===== config.mk =====
export PLATFORM = sky130hd
export DESIGN_NAME = fracn_div_ctrl
export DESIGN_NICKNAME = d
export VERILOG_FILES = /design/src/rtl/fracn_pkg.sv /design/src/rtl/fracn_cfg_hold.sv /design/src/rtl/fracn_mash3.sv /design/src/rtl/fracn_swallow_cnt.sv /design/src/rtl/fracn_div_ctrl.sv
export SDC_FILE = /design/constraint.sdc
export NUM_CORES = 1
export LEC_CHECK = 0
export ABC_AREA = 1
export ABC_CLOCK_PERIOD_IN_PS = 11950
export BUFFER_PORTS_ARGS = -buffer_cell sky130_fd_sc_hd__buf_2
export CORE_MARGIN = 5
export CORE_UTILIZATION = 40
export CTS_CLUSTER_SIZE = 30
export DETAILED_ROUTE_END_ITERATION = 10
export PLACE_DENSITY = 0.66
export SKIP_CTS_REPAIR_TIMING = 1
export SLEW_MARGIN = 20
export SYNTH_ARGS = -nofsm -noshare
export SYNTH_HDL_FRONTEND = slang
export SYNTH_SLANG_ARGS = --single-unit

===== constraint.sdc =====
create_clock -name clk -period 11.95 [get_ports clk]
set_clock_uncertainty 0.1 [all_clocks]
set_input_delay 2.39 -clock clk [delete_from_list [all_inputs] [get_ports clk]]
set_output_delay 2.39 -clock clk [all_outputs]
set_load 0.05 [all_outputs]

===== src/rtl/fracn_pkg.sv =====
package fracn_pkg;
  // Order of the noise-shaping cascade; the step range -3..+4 follows from it
  localparam int MASH_STAGES = 3;
  localparam int STEP_W      = 4;

  typedef logic signed [STEP_W-1:0] mash_step_t;
endpackage


===== src/rtl/fracn_cfg_hold.sv =====
module fracn_cfg_hold #(
  parameter int CW_W     = 32,
  parameter int INT_W    = 8,
  parameter int FRAC_W   = 15,
  parameter int INT_LSB  = 19,
  parameter int FRAC_LSB = 4
) (
  input  logic              clk,
  input  logic              rst,
  input  logic              cfg_wr,
  input  logic [CW_W-1:0]   cfg_word,
  input  logic              boundary,
  output logic              reload,
  output logic [INT_W-1:0]  eff_int,
  output logic [FRAC_W-1:0] eff_frac
);
  logic [INT_W-1:0]  pend_int_q, act_int_q;
  logic [FRAC_W-1:0] pend_frac_q, act_frac_q;
  logic              pend_vld_q;
  logic              unused_word_par;

  // Fields other than the two divider fields are ignored here
  assign unused_word_par = ^cfg_word;

  assign reload   = boundary & pend_vld_q;
  assign eff_int  = reload ? pend_int_q  : act_int_q;
  assign eff_frac = reload ? pend_frac_q : act_frac_q;

  always_ff @(posedge clk) begin
    if (rst) begin
      pend_int_q  <= '0;
      pend_frac_q <= '0;
      pend_vld_q  <= 1'b0;
      act_int_q   <= '0;
      act_frac_q  <= '0;
    end else begin
      if (reload) begin
        act_int_q  <= pend_int_q;
        act_frac_q <= pend_frac_q;
      end
      // A fresh write wins over the boundary consuming the held word
      if (cfg_wr) begin
        pend_int_q  <= cfg_word[INT_LSB +: INT_W];
        pend_frac_q <= cfg_word[FRAC_LSB +: FRAC_W];
        pend_vld_q  <= 1'b1;
      end else if (boundary) begin
        pend_vld_q  <= 1'b0;
      end
    end
  end
endmodule


===== src/rtl/fracn_mash3.sv =====
module fracn_mash3
  import fracn_pkg::*;
#(
  parameter int FRAC_W = 15
) (
  input  logic              clk,
  input  logic              rst,
  input  logic              step,
  input  logic              clr,
  input  logic [FRAC_W-1:0] frac,
  output mash_step_t        y_next
);
  logic [FRAC_W-1:0]      acc_q [MASH_STAGES];
  logic [FRAC_W-1:0]      acc_n [MASH_STAGES];
  logic [MASH_STAGES-1:0] cy;
  logic                   c2_d_q, c3_d_q, c3_dd_q;
  logic                   c2_d, c3_d, c3_dd;
  logic [STEP_W-1:0]      y_raw;

  for (genvar g = 0; g < MASH_STAGES; g++) begin : g_stage
    logic [FRAC_W-1:0] base;
    logic [FRAC_W-1:0] addend;
    logic [FRAC_W:0]   sum;
    assign base = clr ? '0 : acc_q[g];
    if (g == 0) begin : g_in
      assign addend = frac;
    end else begin : g_chain
      assign addend = g_stage[g-1].sum[FRAC_W-1:0];
    end
    assign sum      = {1'b0, base} + {1'b0, addend};
    assign acc_n[g] = sum[FRAC_W-1:0];
    assign cy[g]    = sum[FRAC_W];
  end

  assign c2_d  = clr ? 1'b0 : c2_d_q;
  assign c3_d  = clr ? 1'b0 : c3_d_q;
  assign c3_dd = clr ? 1'b0 : c3_dd_q;

  // c1 + (1 - z^-1) c2 + (1 - z^-1)^2 c3, in 4-bit two's complement
  assign y_raw = STEP_W'(cy[0]) + STEP_W'(cy[1]) - STEP_W'(c2_d)
               + STEP_W'(cy[2]) - STEP_W'({c3_d, 1'b0}) + STEP_W'(c3_dd);
  assign y_next = $signed(y_raw);

  always_ff @(posedge clk) begin
    if (rst) begin
      for (int k = 0; k < MASH_STAGES; k++) acc_q[k] <= '0;
      c2_d_q  <= 1'b0;
      c3_d_q  <= 1'b0;
      c3_dd_q <= 1'b0;
    end else if (step) begin
      for (int k = 0; k < MASH_STAGES; k++) acc_q[k] <= acc_n[k];
      c2_d_q  <= cy[1];
      c3_d_q  <= cy[2];
      c3_dd_q <= c3_d;
    end
  end
endmodule


===== src/rtl/fracn_swallow_cnt.sv =====
module fracn_swallow_cnt #(
  parameter int N_W        = 8,
  parameter int PRESC_LOG2 = 2,
  parameter int N_MIN      = 23
) (
  input  logic           clk,
  input  logic           rst,
  input  logic [N_W-1:0] ratio_next,
  output logic           terminal
);
  localparam int PRESC = 1 << PRESC_LOG2;
  localparam int MN_W  = N_W - PRESC_LOG2;
  localparam int PRE_W = PRESC_LOG2 + 1;
  localparam logic [N_W-1:0]   N_MIN_V = N_W'(N_MIN);
  localparam logic [PRE_W-1:0] PRE_LONG  = PRE_W'(PRESC);
  localparam logic [PRE_W-1:0] PRE_SHORT = PRE_W'(PRESC - 1);

  logic [PRE_W-1:0]      pre_q;
  logic [PRESC_LOG2-1:0] sw_q, sw_dec;
  logic [MN_W-1:0]       mn_q;
  logic                  pre_wrap;

  // Split of the next ratio: main count above, swallow count below
  logic [MN_W-1:0]       ld_mn;
  logic [PRESC_LOG2-1:0] ld_sw;
  logic [PRE_W-1:0]      ld_pre;

  assign ld_mn  = ratio_next[N_W-1:PRESC_LOG2];
  assign ld_sw  = ratio_next[PRESC_LOG2-1:0];
  assign ld_pre = (ld_sw != '0) ? PRE_LONG : PRE_SHORT;

  assign pre_wrap = (pre_q == '0);
  assign terminal = pre_wrap && (mn_q == MN_W'(1));
  assign sw_dec   = (sw_q != '0) ? sw_q - 1'b1 : '0;

  always_ff @(posedge clk) begin
    if (rst) begin
      mn_q  <= N_MIN_V[N_W-1:PRESC_LOG2];
      sw_q  <= N_MIN_V[PRESC_LOG2-1:0];
      pre_q <= (N_MIN_V[PRESC_LOG2-1:0] != '0) ? PRE_LONG : PRE_SHORT;
    end else if (terminal) begin
      mn_q  <= ld_mn;
      sw_q  <= ld_sw;
      pre_q <= ld_pre;
    end else if (pre_wrap) begin
      // Prescaler runs at modulus P+1 while swallow cycles remain
      mn_q  <= mn_q - 1'b1;
      sw_q  <= sw_dec;
      pre_q <= (sw_dec != '0) ? PRE_LONG : PRE_SHORT;
    end else begin
      pre_q <= pre_q - 1'b1;
    end
  end
endmodule


===== src/rtl/fracn_div_ctrl.sv =====
module fracn_div_ctrl
  import fracn_pkg::*;
#(
  parameter int CW_W       = 32,
  parameter int INT_W      = 8,
  parameter int FRAC_W     = 15,
  parameter int INT_LSB    = 19,
  parameter int FRAC_LSB   = 4,
  parameter int N_MIN      = 23,
  parameter int PRESC_LOG2 = 2
) (
  input  logic             clk,
  input  logic             rst,
  input  logic             cfg_wr,
  input  logic [CW_W-1:0]  cfg_word,
  output logic [INT_W-1:0] div_ratio,
  output logic             fb_pulse
);
  localparam int N_MAX = (1 << INT_W) - 1;
  localparam int SUM_W = INT_W + 2;

  logic              boundary;
  logic              reload;
  logic [INT_W-1:0]  eff_int;
  logic [FRAC_W-1:0] eff_frac;
  mash_step_t        mash_y;
  logic signed [SUM_W-1:0] raw_sum;
  logic [INT_W-1:0]  ratio_next;

  fracn_cfg_hold #(
    .CW_W(CW_W), .INT_W(INT_W), .FRAC_W(FRAC_W),
    .INT_LSB(INT_LSB), .FRAC_LSB(FRAC_LSB)
  ) u_cfg (
    .clk(clk), .rst(rst), .cfg_wr(cfg_wr), .cfg_word(cfg_word),
    .boundary(boundary), .reload(reload),
    .eff_int(eff_int), .eff_frac(eff_frac)
  );

  fracn_mash3 #(.FRAC_W(FRAC_W)) u_mash (
    .clk(clk), .rst(rst), .step(boundary), .clr(reload),
    .frac(eff_frac), .y_next(mash_y)
  );

  fracn_swallow_cnt #(
    .N_W(INT_W), .PRESC_LOG2(PRESC_LOG2), .N_MIN(N_MIN)
  ) u_cnt (
    .clk(clk), .rst(rst), .ratio_next(ratio_next), .terminal(boundary)
  );

  always_comb begin
    raw_sum = $signed({2'b00, eff_int})
            + $signed({{(SUM_W-STEP_W){mash_y[STEP_W-1]}}, mash_y});
    if (raw_sum < $signed(SUM_W'(N_MIN)))
      ratio_next = INT_W'(N_MIN);
    else if (raw_sum > $signed(SUM_W'(N_MAX)))
      ratio_next = INT_W'(N_MAX);
    else
      ratio_next = raw_sum[INT_W-1:0];
  end

  always_ff @(posedge clk) begin
    if (rst) begin
      div_ratio <= INT_W'(N_MIN);
      fb_pulse  <= 1'b0;
    end else begin
      fb_pulse <= boundary;
      if (boundary) div_ratio <= ratio_next;
    end
  end
endmodule


After elaboration in Yosys (flattened, before gate mapping)
Memories as Yosys holds them, arrays and structs flattened.
Index checks and enable logic that the tools add are counted.
Storage, ports and cells
  register bits: 70
  bits in writable memories: 45
  output and inout port bits: 9
  word-level logic and storage cells: 69
  memories: 1
Memory list
  u_mash.acc_q: words 3, width 15, read ports 3, clocked after Yosys merged registers in 0, write ports 3, line fracn_mash3.sv:13  | logic [FRAC_W-1:0] acc_q [MASH_STAGES];
Cells by class
  add/sub/neg operators: 12
  order comparisons: 2
  equal/unequal tests: 1
  muxes and demuxes: 29
  bitwise logic cells: 4
  reduce and logical (&&, ||, !) cells: 7
Operators with widths (count)
  15-bit two-way mux: 7
  15-bit by 15-bit adder with 16-bit output: 3
  8-bit two-way mux: 3
  3-bit two-way mux: 4
  6-bit two-way mux: 2
  9-bit by 4-bit adder with 10-bit output: 1
  10-bit by 9-bit > comparator with 1-bit output (second input constant): 1
  10-bit by 6-bit < comparator with 1-bit output (second input constant): 1
  1-bit two-way mux: 10
  2-bit nonzero test: 5
  4-bit by 1-bit adder with 4-bit output: 2
  6-bit by 1-bit == test with 1-bit output (second input constant): 1
  2-bit two-way mux: 3
  6-bit by 1-bit subtractor with 6-bit output (second input constant): 1
  4-bit by 1-bit subtractor with 4-bit output: 1
  4-bit by 2-bit subtractor with 4-bit output: 1
  3-bit zero test: 1
  1-bit bitwise OR: 3
  3-bit by 1-bit subtractor with 3-bit output (second input constant): 1
  1-bit by 1-bit adder with 2-bit output: 1
  2-bit by 1-bit subtractor with 2-bit output (second input constant): 1
  1-bit bitwise AND: 1
  1-bit logical AND: 1

Longest topological paths before layout
Gate-level depths: netlist (run 1).
  word-level depth: 18
  mapped depth: 63
  gate-level depth less buffers: 61

Cells and area by module
Synthesis (run 1) repeated with hierarchy kept, for this count alone.
Second synthesis, totals
  cells, all modules: 1332
  area total of the unflattened synthesis: 9090.0 sq um
Modules (own cells, without submodules)
  fracn_mash3: instances 1, cells each 769, area an instance 4943.5 sq um, sequential area each 1411.4 sq um
  fracn_cfg_hold: instances 1, cells each 300, area an instance 2436.1 sq um, sequential area each 940.9 sq um
  fracn_div_ctrl: instances 1, cells each 162, area an instance 988.4 sq um, sequential area each 180.2 sq um
  fracn_swallow_cnt: instances 1, cells each 101, area an instance 721.9 sq um, sequential area each 220.2 sq um

Worst setup path after synthesis (run 1)
Ideal clock, no wire load.
  kind: register to register
  from: reg u_cnt.pre_q[0]
  to: reg u_cnt.pre_q[0]
  library setup time: 0.173 ns
  arrival time: 7.912 ns
  required time: 11.677 ns
  setup slack: 3.765 ns
  stages on the path, launching flop included: 60
  path buffers: 2
  clock period less this slack: 8.185 ns
  path through: dfxtp_1 -> inv_1 -> ha_1 -> ha_1 -> nand2_1 -> nor2_4 -> nand3_2 -> buf_6 -> clkbuf_1 -> or2_2 -> o21ai_0 -> inv_1 -> ha_1 -> fa_1 -> nand3_1 -> nand2_1 -> a21oi_1 -> o21bai_1 -> [... 24 more ...] -> inv_1 -> ha_1 -> nand2_1 -> nand2_1 -> a31oi_1 -> inv_1 -> nand3_1 -> o21ai_2 -> nand2_1 -> nand2_1 -> nand2_1 -> nand2_1 -> nand2_1 -> nand2_4 -> nand2_2 -> inv_1 -> nand4_1 -> o21ai_1
Between the ends
  elaborated cells on any way between the ends: 29
  classes of those cells: 10 x add/sub; 2 x order compare; 13 x mux; 1 x bitwise; 3 x reduce/logical
RTL lines
  start, declared: line fracn_swallow_cnt.sv:18  | logic [PRE_W-1:0] pre_q;
  start signal, assigned: line fracn_swallow_cnt.sv:40  | pre_q <= (N_MIN_V[PRESC_LOG2-1:0] != '0) ? PRE_LONG : PRE_SHORT;
  start signal, assigned: line fracn_swallow_cnt.sv:44  | pre_q <= ld_pre;
  start signal, assigned: line fracn_swallow_cnt.sv:49  | pre_q <= (sw_dec != '0) ? PRE_LONG : PRE_SHORT;
  3-bit zero test *: line fracn_swallow_cnt.sv:32  | assign pre_wrap = (pre_q == '0);
  1-bit logical AND *: line fracn_swallow_cnt.sv:33  | assign terminal = pre_wrap && (mn_q == MN_W'(1));
  1-bit bitwise AND *: line fracn_cfg_hold.sv:25  | assign reload = boundary & pend_vld_q;
  15-bit two-way mux *: line fracn_cfg_hold.sv:27  | assign eff_frac = reload ? pend_frac_q : act_frac_q;
  via eff_frac[0]: line fracn_div_ctrl.sv:25  | logic [FRAC_W-1:0] eff_frac;
  15-bit by 15-bit adder with 16-bit output *: line fracn_mash3.sv:30  | assign sum = {1'b0, base} + {1'b0, addend};
  via u_mash.g_stage[0].sum[6]: line fracn_mash3.sv:23  | logic [FRAC_W:0] sum;
  15-bit by 15-bit adder with 16-bit output *: line fracn_mash3.sv:30
  via u_mash.g_stage[1].sum[10]: line fracn_mash3.sv:23
  [... 3 more ...]
  4-bit by 1-bit adder with 4-bit output *: line fracn_mash3.sv:41  | + STEP_W'(cy[2]) - STEP_W'({c3_d, 1'b0}) + STEP_W'(c3_dd);
  9-bit by 4-bit adder with 10-bit output *: line fracn_div_ctrl.sv:52  | + $signed({{(SUM_W-STEP_W){mash_y[STEP_W-1]}}, mash_y});
  10-bit by 9-bit > comparator with 1-bit output: line fracn_div_ctrl.sv:55  | else if (raw_sum > $signed(SUM_W'(N_MAX)))
  8-bit two-way mux: line fracn_div_ctrl.sv:55
  8-bit two-way mux *: line fracn_div_ctrl.sv:53  | if (raw_sum < $signed(SUM_W'(N_MIN)))
  2-bit nonzero test *: line fracn_swallow_cnt.sv:30  | assign ld_pre = (ld_sw != '0) ? PRE_LONG : PRE_SHORT;
  3-bit two-way mux *: line fracn_swallow_cnt.sv:30
  3-bit two-way mux *: line fracn_swallow_cnt.sv:41  | end else if (terminal) begin
The timed path passes the listed nets; every way through them passes the cells marked *.
A chain may end at the register's enable or synchronous reset.

Final worst setup path (run 1)
  from: reg u_cnt.pre_q[0]
  to: reg div_ratio[5]
Between the ends
  elaborated cells on any way between the ends: 24
  classes of those cells: 9 x add/sub; 2 x order compare; 10 x mux; 1 x bitwise; 2 x reduce/logical
RTL lines
  3-bit zero test *: line fracn_swallow_cnt.sv:32
  1-bit logical AND *: line fracn_swallow_cnt.sv:33
  1-bit bitwise AND *: line fracn_cfg_hold.sv:25
  15-bit two-way mux, on equally long branches: line fracn_mash3.sv:24, fracn_cfg_hold.sv:27
  15-bit by 15-bit adder with 16-bit output *: line fracn_mash3.sv:30
  via u_mash.g_stage[0].sum[6]: line fracn_mash3.sv:23
  15-bit by 15-bit adder with 16-bit output *: line fracn_mash3.sv:30
  via u_mash.g_stage[1].sum[10]: line fracn_mash3.sv:23
  15-bit by 15-bit adder with 16-bit output *: line fracn_mash3.sv:30
  4-bit by 1-bit adder with 4-bit output *: line fracn_mash3.sv:41
  4-bit by 2-bit subtractor with 4-bit output *: line fracn_mash3.sv:41
  4-bit by 1-bit adder with 4-bit output *: line fracn_mash3.sv:41
  9-bit by 4-bit adder with 10-bit output *: line fracn_div_ctrl.sv:52
  10-bit by 9-bit > comparator with 1-bit output: line fracn_div_ctrl.sv:55
  8-bit two-way mux: line fracn_div_ctrl.sv:55
  8-bit two-way mux *: line fracn_div_ctrl.sv:53
  end signal, assigned: line fracn_div_ctrl.sv:63  | div_ratio <= INT_W'(N_MIN);
  end signal, assigned: line fracn_div_ctrl.sv:67  | if (boundary) div_ratio <= ratio_next;
  end, declared: line fracn_div_ctrl.sv:16  | output logic [INT_W-1:0] div_ratio,
Marked as above.

==> out/metrics.csv, run 1 <==
stage;metric;value;unit
floorplan;Die ar.;21070;um2
global_routing;initial antenna violation count;0;
clocking;CTS clock-pin slew for the worst setup and hold paths;50;ps
sta;fin. max-slew vios;0;
power;PD cells;152.2;nW/um2
critical_path;worst reg-to-reg setup slack;2290;ps
synthesis;XOR/XNOR Fraction of Synth Area;0.02637;
worst_hold_path;hold path cells;2;
placement;gp weighted congestion;0.8496;
synthesis;adder-cell share of the synthesized area;0.1140;
power;Clock power frac;0.430;
sta;# setup viols final;0;
sta;final hold violation count;0;
synthesis;#FFs+latches synth;115;
worst_hold_path;worst min-delay path class;flip-flop to flip-flop;
cells_and_area;fin nets;1133;
power;Net Sw Frac;0.2856;
global_routing;via count of the first global-routing pass;5802;
power;Worst IR Drop VDD;0.09517;mV
power;Leak;4.203;nW
cells_and_area;share of layout cells above drive strength 1;0.1126;
outcome;status;complete, no violations;
synthesis;most common flop cell mapped by yosys;dfxtp_1;
placement;count of input and output buffers;34;
global_routing;largest net degree at the start of global routing;50;
placement;pre-CTS setup slack;2396;ps
global_routing;grt peak-use layer;met2;
clocking;CTS Buffer Depth;2;
sta;achievable frequency;103.6;MHz
sta;clock period minus worst slack;9657;ps
drt;via-per-instance ratio;4.706;
power;Combinational Power Share;0.215;
cells_and_area;commonest non-fill, non-tap cell in the layout;inv_1;
cells_and_area;Diodes inserted;0;
synthesis;syn_nets;1101;
critical_path;Largest stage delay, worst path;460;ps
worst_hold_path;hold path endpoint;div_ratio[3]$_SDFFE_PP0P_;
global_routing;met1 GRT Util;0.1949;
floorplan;Chip Height;145.2;um
global_routing;met2 usage in global routing;0.2385;
drt;DRT iter0 DRCs;308;
synthesis;Synth cell types;40;
drt;via count;6010;
critical_path;CP Data Arrival Time;9890;ps
drt;DRC viols;0;
synthesis;simple-gate share of the synthesized area;0.2452;
critical_path;CP Class;flip-flop to flip-flop;
sta;RSZ-0062 raised after global routing;no;
synthesis;Synth Area in Compound Gates;0.1267;
clocking;Clock Latency Late Sink;410;ps
sta;Setup TNS;0;ps
critical_path;slowest CP cell;buf_4;
critical_path;r2r endpoint;div_ratio[5]$_SDFFE_PP0P_;
floorplan;Starting Density;0.4068;
global_routing;Total GRT Usage;0.1466;
cells_and_area;most frequent cells in the layout;inv_1 (181), nor2_1 (168), nand2_1 (142);
synthesis;mux cell area share after synthesis;0;
synthesis;Gate Count Post-Synth;1003;
clocking;Num Clock Sinks;115;
synthesis;number of enable flip-flop cells after synthesis;45;
power;sequential fraction of design power;0.355;
floorplan;core area;17960;um2
clocking;CTS tree;built;
job;MaxCap Viol Count;0;
drt;final antenna-violating net count;0;
synthesis;sequential-to-total area share from yosys stat;0.3766;
drt;first drt pass iteration count;5;
sta;Period Utilization, post-route;0.8081;
power;NetSw;0.3627;mW
clocking;TritonCTS buffer count;17;
critical_path;CP Data Required Time;12190;ps
sta;PnR worst setup slack;2293;ps
global_routing;routing usage on met3;0.03867;
cells_and_area;Layout area overhead;14.12;%
critical_path;endpoint class of the critical path;flip-flop;
worst_hold_path;worst hold path startpoint;div_ratio[3]$_SDFFE_PP0P_;
synthesis;Post-Synthesis Cell Area;7308;um2
synthesis;yosys warns;0;
placement;DP HPWL;10.32;mm
sta;Slew @ Worst Pin;770.4;ps
sta;relative slew slack;0.4845;
synthesis;syn avg cell area;7.286;um2
synthesis;fraction of registers with async set/reset;0;
floorplan;IO Pins;44;
synthesis;largest family of logic cells by synthesized area;simple AND/OR/NAND/NOR gates;
drt;final wirelength;14.68;mm
power;internal power;0.9071;mW
global_routing;overflow left after global routing;0;
floorplan;row cnt;49;
critical_path;startpoint class of the critical path;flip-flop;
critical_path;R2R depth;55;
drt;WL/cell;11.50;um
critical_path;CP most frequent cell;nand2_1;
clocking;CTS root buf;clkbuf_16;
critical_path;worst r2r src;u_cnt.pre_q[0]$_SDFF_PP0_;
floorplan;die width;145.2;um
clocking;CTS H-tree lvls;4;
global_routing;first-pass GRT wire length;26.52;mm
critical_path;Crit Path Max Fanout;34;
## critical path: cells and delay by family (launching register included)
| kind | cells | cell delay, ps |
|---|---|---|
| adder cells (fa/ha/maj) | 10 | 3110 |
| AND/OR/NAND/NOR | 23 | 2420 |
| AO/OA/AOI/OAI | 11 | 1880 |
| buffers and inverters | 9 | 1360 |
| XOR/XNOR | 2 | 380 |
| flip-flops | 1 | 290 |
## synthesized netlist by cell type, types with 2 or more instances
library cell	number	share of area
nand3_2	4	0.0055
o211ai_1	3	0.0031
xor2_1	20	0.024
xnor2_1	2	0.0024
dfxtp_1	70	0.19
inv_1	181	0.093
nand2_2	9	0.0077
a21o_1	2	0.0021
nand2_1	143	0.073
a21oi_1	73	0.050
o21a_1	2	0.0021
o21ai_2	3	0.0036
edfxtp_1	45	0.18
nor2_2	3	0.0026
o21ai_1	5	0.0034
nand2_4	2	0.0031
fa_1	6	0.016
nor2_1	168	0.086
o21bai_1	7	0.0072
a211oi_1	2	0.0021
nor3_1	7	0.0048
inv_2	3	0.0015
ha_1	57	0.098
nand4_1	9	0.0077
clkbuf_1	24	0.012
a31oi_1	4	0.0034
nand3_1	44	0.030
clkinv_1	3	0.0015
or2_2	22	0.019
o21ai_0	70	0.048
## routing by layer
layer / part of all wire / vias up / wire, um
met2: 0.45 / 63 / 6581
met4: 0.011 / 0 / 166
met5: 0 / - / 0
met3: 0.035 / 14 / 510
met1: 0.51 / 2663 / 7425
li1: - / 3270 / -
## area by class of cell
type	count	area, um2
clock buffers	23	488.0
clock inverters	9	150.1
fillers	1732	9623
inverters	187	701.9
multi-input cells	674	3746
flip-flops and latches	115	2753
well taps	229	286.5
repair buffers	40	215.2
## power by group through the flow
| stage | clock network, mW | registers [mW] | logic [mW] |
|---|---|---|---|
| detailed placement | 0 | 0.458 | 0.272 |
| finish | 0.546 | 0.451 | 0.273 |
| floorplan | 0 | 0.457 | 0.218 |
| global placement | 0 | 0.458 | 0.267 |
| global route | 0.577 | 0.453 | 0.324 |
| CTS | 0.558 | 0.450 | 0.275 |
## kinds of logic after synthesis
group | count (synthesis)
flops | 115
xor+xnor | 22
simple gates | 416
compound gates | 173
buf+inv | 214
fa+ha+maj | 63
## metrics by stage
stage | util | instance area (um2) | power [mW] | hold WS (ps) | std cells
3_3_place_gp | 0.4288 | 7702 | 0.7248 | 344.5 | 1245
2_1_floorplan | - | 7308 | 0.6744 | 328.6 | 1003
4_1_cts | 0.4643 | 8341 | 1.283 | 358.7 | 1277
3_5_place_dp | 0.4288 | 7702 | 0.7302 | 346.2 | 1245
6_report | 0.4643 | 8341 | 1.270 | 358.3 | 1277
5_1_grt | 0.4643 | 8341 | 1.354 | 393.7 | 1277
## state kept, by name, indices dropped and copies added (netlist names), 2 cells and up
register,count
u_cfg.act_int_q,8
u_cfg.pend_int_q,8
u_cnt.mn_q,6
u_cfg.pend_frac_q,15
u_mash.acc_q,45
u_cnt.pre_q,3
u_cfg.act_frac_q,15
u_cnt.sw_q,2
div_ratio,8
## worst max path at each step
stage	cells past startpoint	startpoint	end	slack, ps
final	55	u_cnt.pre_q[0]$_SDFF_PP0_	div_ratio[5]$_SDFFE_PP0P_	2290
after global routing	55	u_cnt.pre_q[0]$_SDFF_PP0_	div_ratio[5]$_SDFFE_PP0P_	1160
after CTS	55	u_cnt.pre_q[0]$_SDFF_PP0_	div_ratio[5]$_SDFFE_PP0P_	2340
after detailed placement	56	u_cnt.pre_q[0]$_SDFF_PP0_	u_cnt.sw_q[1]$_SDFFE_PP1P_	2400
after global placement	56	u_cnt.pre_q[0]$_SDFF_PP0_	u_cnt.sw_q[1]$_SDFFE_PP1P_	2380
after floorplan	59	u_cnt.pre_q[0]$_SDFF_PP0_	u_cnt.pre_q[0]$_SDFF_PP0_	3770
Note: power is estimated with default switching activity, not from simulation.
==> inputs of run 2 (changes only) <==
--- a/config.mk
+++ b/config.mk
@@ -6,13 +6,13 @@
 export NUM_CORES = 1
 export LEC_CHECK = 0
 export ABC_AREA = 1
-export ABC_CLOCK_PERIOD_IN_PS = 11950
+export ABC_CLOCK_PERIOD_IN_PS = 7840
 export BUFFER_PORTS_ARGS = -buffer_cell sky130_fd_sc_hd__buf_2
 export CORE_MARGIN = 5
 export CORE_UTILIZATION = 40
 export CTS_CLUSTER_SIZE = 30
 export DETAILED_ROUTE_END_ITERATION = 10
-export PLACE_DENSITY = 0.66
+export PLACE_DENSITY = 0.68
 export SKIP_CTS_REPAIR_TIMING = 1
 export SLEW_MARGIN = 20
 export SYNTH_ARGS = -nofsm -noshare
==> constraint.sdc (replaced) <==
create_clock -name clk -period 7.84 [get_ports clk]
set_clock_uncertainty 0.1 [all_clocks]
set_input_delay 1.568 -clock clk [delete_from_list [all_inputs] [get_ports clk]]
set_output_delay 1.568 -clock clk [all_outputs]
set_load 0.05 [all_outputs]
==> run 2 against run 1 <==
Net effect: the flow now finishes with violations (negative setup slack); setup slack lost 2700 ps; combinational power increased by 130%; final cell count increased by 10%; routed wire length increased by 20%.
==> out/metrics.csv, run 2 (synthesis gave the netlist of run 1 again) <==
stage;metric;value;unit;change
global_routing;Total GRT Usage;0.1585;;was 0.1466
floorplan;IO Pins;44;;unchanged
critical_path;CP Data Arrival Time;8390;ps;was 9890 ps
drt;DRC viols;0;;unchanged
floorplan;row cnt;49;;unchanged
clocking;CTS clock-pin slew for the worst setup and hold paths;60;ps;was 50 ps
cells_and_area;max FFs per register;45;;unchanged
clocking;CTS Buffer Depth;2;;unchanged
critical_path;CP most frequent cell;nand2_2;;was nand2_1
sta;# setup viols final;19;;was 0
placement;placed cell areas;8625;um2;was 7702 um2
sta;final hold violation count;0;;unchanged
global_routing;via count of the first global-routing pass;6346;;was 5802
cells_and_area;largest registers;u_mash.acc_q: 45 flops, u_cfg.act_frac_q: 15 flops, u_cfg.pend_frac_q: 15 flops;;unchanged
drt;via count;6711;;was 6010
cells_and_area;fin nets;1262;;was 1133
placement;pre-CTS setup slack;-606.5;ps;was 2396 ps
cells_and_area;Final Cell Area;9823;um2;was 8341 um2
cells_and_area;Layout area overhead;34.41;%;was 14.12%
clocking;CTS root buf;clkbuf_16;;unchanged
power;Leak;4.845;nW;was 4.203 nW
cells_and_area;most frequent cells in the layout;inv_1 (169), nor2_1 (166), buf_4 (131);;was inv_1 (181), nor2_1 (168), nand2_1 (142)
critical_path;Largest stage delay, worst path;470;ps;was 460 ps
critical_path;CP Class;flip-flop to flip-flop;;unchanged
floorplan;Die ar.;21070;um2;unchanged
job;MaxCap Viol Count;0;;unchanged
power;Worst IR Drop VDD;0.1462;mV;was 0.09517 mV
critical_path;CP Data Required Time;8030;ps;was 12190 ps
power;PD cells;216.9;nW/um2;was 152.2 nW/um2
critical_path;Crit Path Max Fanout;7;;was 34
floorplan;Starting Density;0.4068;;unchanged
outcome;status;complete, but fails checks;;was complete, no violations
clocking;Num Clock Sinks;115;;unchanged
clocking;CTS tree;built;;unchanged
sta;Slew @ Worst Pin;880.7;ps;was 770.4 ps
global_routing;initial antenna violation count;0;;unchanged
cells_and_area;commonest non-fill, non-tap cell in the layout;inv_1;;unchanged
cells_and_area;sequential cell area;2754;um2;was 2753 um2
clocking;CTS H-tree lvls;4;;unchanged
global_routing;first-pass GRT wire length;28.35;mm;was 26.52 mm
cells_and_area;fill count;1606;;was 1732
cells_and_area;share of layout cells above drive strength 1;0.2872;;was 0.1126
placement;gp weighted congestion;0.8316;;was 0.8496
sta;fin. max-slew vios;0;;unchanged
sta;Period Utilization, post-route;1.046;;was 0.8081
floorplan;core area;17960;um2;unchanged
drt;DRT iter0 DRCs;436;;was 308
global_routing;largest net degree at the start of global routing;47;;was 50
critical_path;startpoint class of the critical path;flip-flop;;unchanged
sta;PnR worst setup slack;-359.1;ps;was 2293 ps
placement;DP HPWL;11.74;mm;was 10.32 mm
drt;via-per-instance ratio;4.773;;was 4.706
clocking;TritonCTS buffer count;17;;unchanged
drt;WL/cell;12.55;um;was 11.50 um
drt;final antenna-violating net count;0;;unchanged
drt;final wirelength;17.64;mm;was 14.68 mm
critical_path;slowest CP cell;fa_1;;was buf_4
worst_hold_path;worst min-delay path class;flip-flop to flip-flop;;unchanged
floorplan;Chip Height;145.2;um;unchanged
outcome;failing checks;negative setup slack;;
cells_and_area;area of the multi-input gates;4250;um2;was 3746 um2
floorplan;die width;145.2;um;unchanged
clocking;Clock Latency Late Sink;420;ps;was 410 ps
critical_path;endpoint class of the critical path;flip-flop;;unchanged
global_routing;overflow left after global routing;0;;unchanged
sta;achievable frequency;122.0;MHz;was 103.6 MHz
sta;clock period minus worst slack;8199;ps;was 9657 ps
cells_and_area;most flop-heavy register;u_mash.acc_q;;unchanged
drt;first drt pass iteration count;6;;was 5
sta;relative slew slack;0.4107;;was 0.4845
sta;RSZ-0062 raised after global routing;yes;;was no
cells_and_area;Diodes inserted;0;;unchanged
placement;count of input and output buffers;34;;unchanged
## run 2: changes by cell type in the layout (fill, tap and decap cells not counted), sizes merged
| cell | before | now |
|---|---|---|
| nand2 | 154 | 155 |
| clkinvlp | 0 | 2 |
| bufinv | 4 | 2 |
| buf | 40 | 168 |
## run 2: cell type report
| cell class | count | area share |
|---|---|---|
| timing repair buffer | 168 | 0.1209 |
| clock buffer | 23 | 0.05299 |
| inverter | 187 | 0.07222 |
| multi-input combinational | 675 | 0.4327 |
| tap | 229 | 0.02917 |
| sequential | 115 | 0.2803 |
| clock inverter | 9 | 0.01172 |
## run 2: layer usage
layer,part of all wire,GRT usage
met4,0.020,0.05504
met3,0.033,0.03711
met1,0.47,0.1989
met2,0.48,0.2678
met5,0,0
## run 2: final timing paths
| check | startpoint | endpoint | slack [ps] | cells past startpoint |
|---|---|---|---|---|
| worst max-delay path | u_cnt.pre_q[0]$_SDFF_PP0_ | u_cnt.pre_q[2]$_SDFF_PP1_ | -360 | 59 |
| worst min register to register | div_ratio[6]$_SDFFE_PP0P_ | div_ratio[6]$_SDFFE_PP0P_ | 350 | 2 |
| worst max register to register | u_cnt.pre_q[0]$_SDFF_PP0_ | u_cnt.pre_q[2]$_SDFF_PP1_ | -360 | 59 |
| worst min-delay path | div_ratio[6]$_SDFFE_PP0P_ | div_ratio[6]$_SDFFE_PP0P_ | 350 | 2 |
## run 2: critical path: cells and delay by family (launching register included)
kind	cells	cell delay, ps
flops	1	310
buf+inv	8	530
fa+ha+maj	11	2820
xor+xnor	2	380
simple gates	26	2550
compound gates	12	1370
## run 2: stage by stage
stage	hold slack, ps	TNS [ps]	power (mW)	utilization	std cells
after floorplan	328.6	0	1.040	-	1003
after global placement	345.3	-8086	1.223	0.4801	1359
after detailed placement	346.3	-10160	1.235	0.4801	1359
after CTS	360.1	-12950	2.065	0.5155	1391
after global routing	377.5	-15760	2.253	0.5468	1406
final	352.4	-5512	2.130	0.5468	1406
## run 2: power by group
part / total (mW) / leakage [nW] / internal (mW) / switching, mW
Sequential: 0.685 / 1.04 / 0.666 / 0.0187
Combinational: 0.623 / 3.50 / 0.289 / 0.334
Clock: 0.822 / 0.306 / 0.533 / 0.289
==> inputs of run 3 (changes only) <==
--- a/config.mk
+++ b/config.mk
@@ -5,7 +5,6 @@
 export SDC_FILE = /design/constraint.sdc
 export NUM_CORES = 1
 export LEC_CHECK = 0
-export ABC_AREA = 1
 export ABC_CLOCK_PERIOD_IN_PS = 7840
 export BUFFER_PORTS_ARGS = -buffer_cell sky130_fd_sc_hd__buf_2
 export CORE_MARGIN = 5
==> constraint.sdc (replaced) <==
create_clock -name clk -period 7.84 [get_ports clk]
set_clock_uncertainty 0.1 [all_clocks]
set_input_delay 0.784 -clock clk [delete_from_list [all_inputs] [get_ports clk]]
set_output_delay 0.784 -clock clk [all_outputs]
set_load 0.05 [all_outputs]
==> run 3 against run 2 <==
Net effect: the flow still finishes with violations (negative setup slack); synthesized cell count fell by 17%; clock-buffer cell count rose by 3; clock power rose by 2%; maximum frequency fell by 3.4%; combinational power fell by 45%; total power fell by 13%; non-clock buffer count fell by 3; final cell count fell by 13%; setup slack got worse by 280 ps; largest power group unchanged.
==> out/metrics.csv, run 3 <==
stage;metric;value;unit;change
outcome;status;complete, but fails checks;;unchanged
outcome;failing checks;negative setup slack;;unchanged
cells_and_area;share of layout cells above drive strength 1;0.2989;;was 0.2872
global_routing;met2 usage in global routing;0.2593;;was 0.2678
power;internal power;1.379;mW;was 1.488 mW
critical_path;slowest CP cell;fa_1;;unchanged
floorplan;IO Pins;44;;unchanged
global_routing;routing usage on met3;0.03533;;was 0.03711
floorplan;Chip Height;146.2;um;was 145.2 um
clocking;Clock Latency Late Sink;420;ps;about the same
job;MaxCap Viol Count;0;;unchanged
critical_path;CP Class;flip-flop to flip-flop;;unchanged
floorplan;die width;146.2;um;was 145.2 um
clocking;CTS tree;built;;unchanged
cells_and_area;commonest non-fill, non-tap cell in the layout;buf_4;;was inv_1
synthesis;top-area cell type share of the netlist area;0.1889;;was 0.1917
sta;Hold WS;364.3;ps;was 352.4 ps
global_routing;grt peak-use layer;met2;;unchanged
critical_path;Crit Path Max Fanout;5;;was 7
synthesis;fraction of registers with async set/reset;0;;unchanged
critical_path;CP most frequent cell;ha_4;;was nand2_2
global_routing;largest net degree at the start of global routing;65;;was 47
global_routing;overflow left after global routing;0;;unchanged
power;sequential fraction of design power;0.360;;was 0.322
synthesis;Gate Count Post-Synth;836;;was 1003
floorplan;row cnt;49;;unchanged
placement;count of input and output buffers;34;;unchanged
power;PD cells;185.6;nW/um2;was 216.9 nW/um2
power;NetSw;0.4645;mW;was 0.6419 mW
synthesis;Yosys top cell by area;dfxtp_1;;unchanged
critical_path;CP Data Required Time;8010;ps;was 8030 ps
placement;pre-CTS setup slack;-938.8;ps;was -606.5 ps
synthesis;top-count cell post-synth;nand2_1;;was inv_1
cells_and_area;fin nets;1082;;was 1262
cells_and_area;largest registers;u_mash.acc_q: 45 flops, u_cfg.act_frac_q: 15 flops, u_cfg.pend_frac_q: 15 flops;;unchanged
drt;DRC viols;0;;unchanged
clocking;CTS root buf;clkbuf_16;;unchanged
cells_and_area;most flop-heavy register;u_mash.acc_q;;unchanged
sta;Period Utilization, post-route;1.082;;was 1.046
cells_and_area;fill count;1542;;was 1606
critical_path;CP Data Arrival Time;8650;ps;was 8390 ps
cells_and_area;max FFs per register;45;;unchanged
sta;Slew @ Worst Pin;716.6;ps;was 880.7 ps
drt;WL/cell;14.93;um;was 12.55 um
floorplan;core area;18090;um2;was 17960 um2
synthesis;number of enable flip-flop cells after synthesis;45;;unchanged
cells_and_area;most frequent cells in the layout;buf_4 (128), nand2_1 (79), nor2_1 (76), and2_1 (76), dfxtp_1 (69);;was inv_1 (169), nor2_1 (166), buf_4 (131)
drt;via count;6433;;was 6711
sta;achievable frequency;117.9;MHz;was 122.0 MHz
drt;via-per-instance ratio;5.247;;was 4.773
synthesis;Commonest cells post-synth;nand2_1 (89), and2_1 (79), nor2_1 (77);;was inv_1 (181), nor2_1 (168), nand2_1 (143)
synthesis;#FFs+latches synth;115;;unchanged
global_routing;Total GRT Usage;0.1619;;was 0.1585
sta;RSZ-0062 raised after global routing;yes;;unchanged
placement;DP HPWL;12.36;mm;was 11.74 mm
power;Leak;4.404;nW;was 4.845 nW
drt;final antenna-violating net count;0;;unchanged
sta;final hold violation count;0;;unchanged
placement;gp weighted congestion;0.8563;;was 0.8316
global_routing;first-pass GRT wire length;28.86;mm;was 28.35 mm
power;Net Sw Frac;0.2520;;was 0.3013
critical_path;Largest stage delay, worst path;490;ps;was 470 ps
synthesis;most common flop cell mapped by yosys;dfxtp_1;;unchanged
sta;fin. max-slew vios;0;;unchanged
clocking;CTS clock-pin slew for the worst setup and hold paths;60;ps;about the same
sta;# setup viols final;19;;unchanged
clocking;TritonCTS buffer count;17;;unchanged
sta;Setup TNS;-10590;ps;was -5512 ps
power;Clock power frac;0.455;;was 0.386
clocking;CTS H-tree lvls;4;;unchanged
synthesis;synth top area cells;dfxtp_1 (19%), edfxtp_1 (18%), ha_1 (9.6%);;was dfxtp_1 (19%), edfxtp_1 (18%), ha_1 (9.8%)
drt;final wirelength;18.30;mm;was 17.64 mm
sta;relative slew slack;0.5222;;was 0.4107
cells_and_area;Final Cell Area;9933;um2;was 9823 um2
clocking;CTS Buffer Depth;2;;unchanged
floorplan;Die ar.;21370;um2;was 21070 um2
drt;first drt pass iteration count;5;;was 6
synthesis;syn avg cell area;8.874;um2;was 7.286 um2
floorplan;Starting Density;0.4102;;was 0.4068
critical_path;endpoint class of the critical path;flip-flop;;unchanged
sta;clock period minus worst slack;8484;ps;was 8199 ps
global_routing;met1 GRT Util;0.2140;;was 0.1989
synthesis;Synth cell types;68;;was 40
cells_and_area;Diodes inserted;0;;unchanged
clocking;Num Clock Sinks;115;;unchanged
synthesis;syn_nets;934;;was 1101
synthesis;sequential-to-total area share from yosys stat;0.3711;;was 0.3766
power;Worst IR Drop VDD;0.1289;mV;was 0.1462 mV
drt;DRT iter0 DRCs;359;;was 436
power;Combinational Power Share;0.185;;was 0.293
placement;placed cell areas;8795;um2;was 8625 um2
synthesis;Post-Synthesis Cell Area;7418;um2;was 7308 um2
cells_and_area;Layout area overhead;33.90;%;was 34.41%
global_routing;via count of the first global-routing pass;6148;;was 6346
critical_path;worst reg-to-reg setup slack;-640;ps;was -360 ps
synthesis;yosys warns;0;;unchanged
sta;PnR worst setup slack;-644.0;ps;was -359.1 ps
worst_hold_path;worst min-delay path class;flip-flop to flip-flop;;unchanged
global_routing;initial antenna violation count;0;;unchanged
critical_path;startpoint class of the critical path;flip-flop;;unchanged
==> run 3: cell families after synthesis <==
logic type,count (synthesis),share of synthesized area
xor+xnor,42,0.04959
compound gates,194,0.1725
fa+ha+maj,63,0.1123
flops,115,0.3711
mux,30,0.04065
simple gates,322,0.2161
buf+inv,70,0.03778
==> run 3: path summary, 6_finish.rpt <==
| kind | cells past startpoint | to | from |
|---|---|---|---|
| worst max-delay path | 40 | div_ratio[3]$_SDFFE_PP0P_ | u_cnt.pre_q[1]$_SDFF_PP0_ |
| worst min-delay path | 2 | u_cfg.act_frac_q[12]$_SDFF_PP0_ | u_cfg.act_frac_q[12]$_SDFF_PP0_ |
| worst max register to register | 40 | div_ratio[3]$_SDFFE_PP0P_ | u_cnt.pre_q[1]$_SDFF_PP0_ |
| worst min register to register | 2 | u_cfg.act_frac_q[12]$_SDFF_PP0_ | u_cfg.act_frac_q[12]$_SDFF_PP0_ |
==> run 3: through the flow <==
step,power (mW),utilization,std cells
6_report,1.843,0.5492,1226
5_1_grt,1.922,0.5492,1226
4_1_cts,1.818,0.5226,1216
3_5_place_dp,0.9758,0.4863,1184
3_3_place_gp,0.9690,0.4863,1184
2_1_floorplan,0.8724,-,836
==> run 3: area by class of cell <==
| cell class | instances | area [um2] | share of cell area |
|---|---|---|---|
| Clock buffer | 26 | 573.1 | 0.05769 |
| Tap cell | 229 | 286.5 | 0.02884 |
| Timing Repair Buffer | 165 | 1169 | 0.1176 |
| Multi-Input combinational cell | 651 | 4937 | 0.4970 |
| Sequential cell | 115 | 2754 | 0.2772 |
| Clock inverter | 6 | 83.83 | 0.008439 |
| Inverter | 34 | 130.1 | 0.01310 |
==> run 3: per-layer routing <==
layer  wire length (um)  vias to the layer above
li1                   -                     3256
met1               8440                     3008
met2               8725                      142
met3                857                       27
met4                277                        0
met5                  0                        -
==> run 3: worst max-delay path: cells and delay by family, from the launching register on <==
kind	cells	cell delay, ps
compound gates	14	3120
xor+xnor	2	350
fa+ha+maj	10	2400
buf+inv	6	490
flops	1	310
simple gates	8	1550
==> run 3: power by group through the flow <==
stage,clock network [mW],logic [mW],registers [mW]
floorplan,0,0.200,0.673
global placement,0,0.295,0.674
detailed placement,0,0.301,0.674
CTS,0.850,0.306,0.662
global route,0.880,0.375,0.667
finish,0.838,0.341,0.664
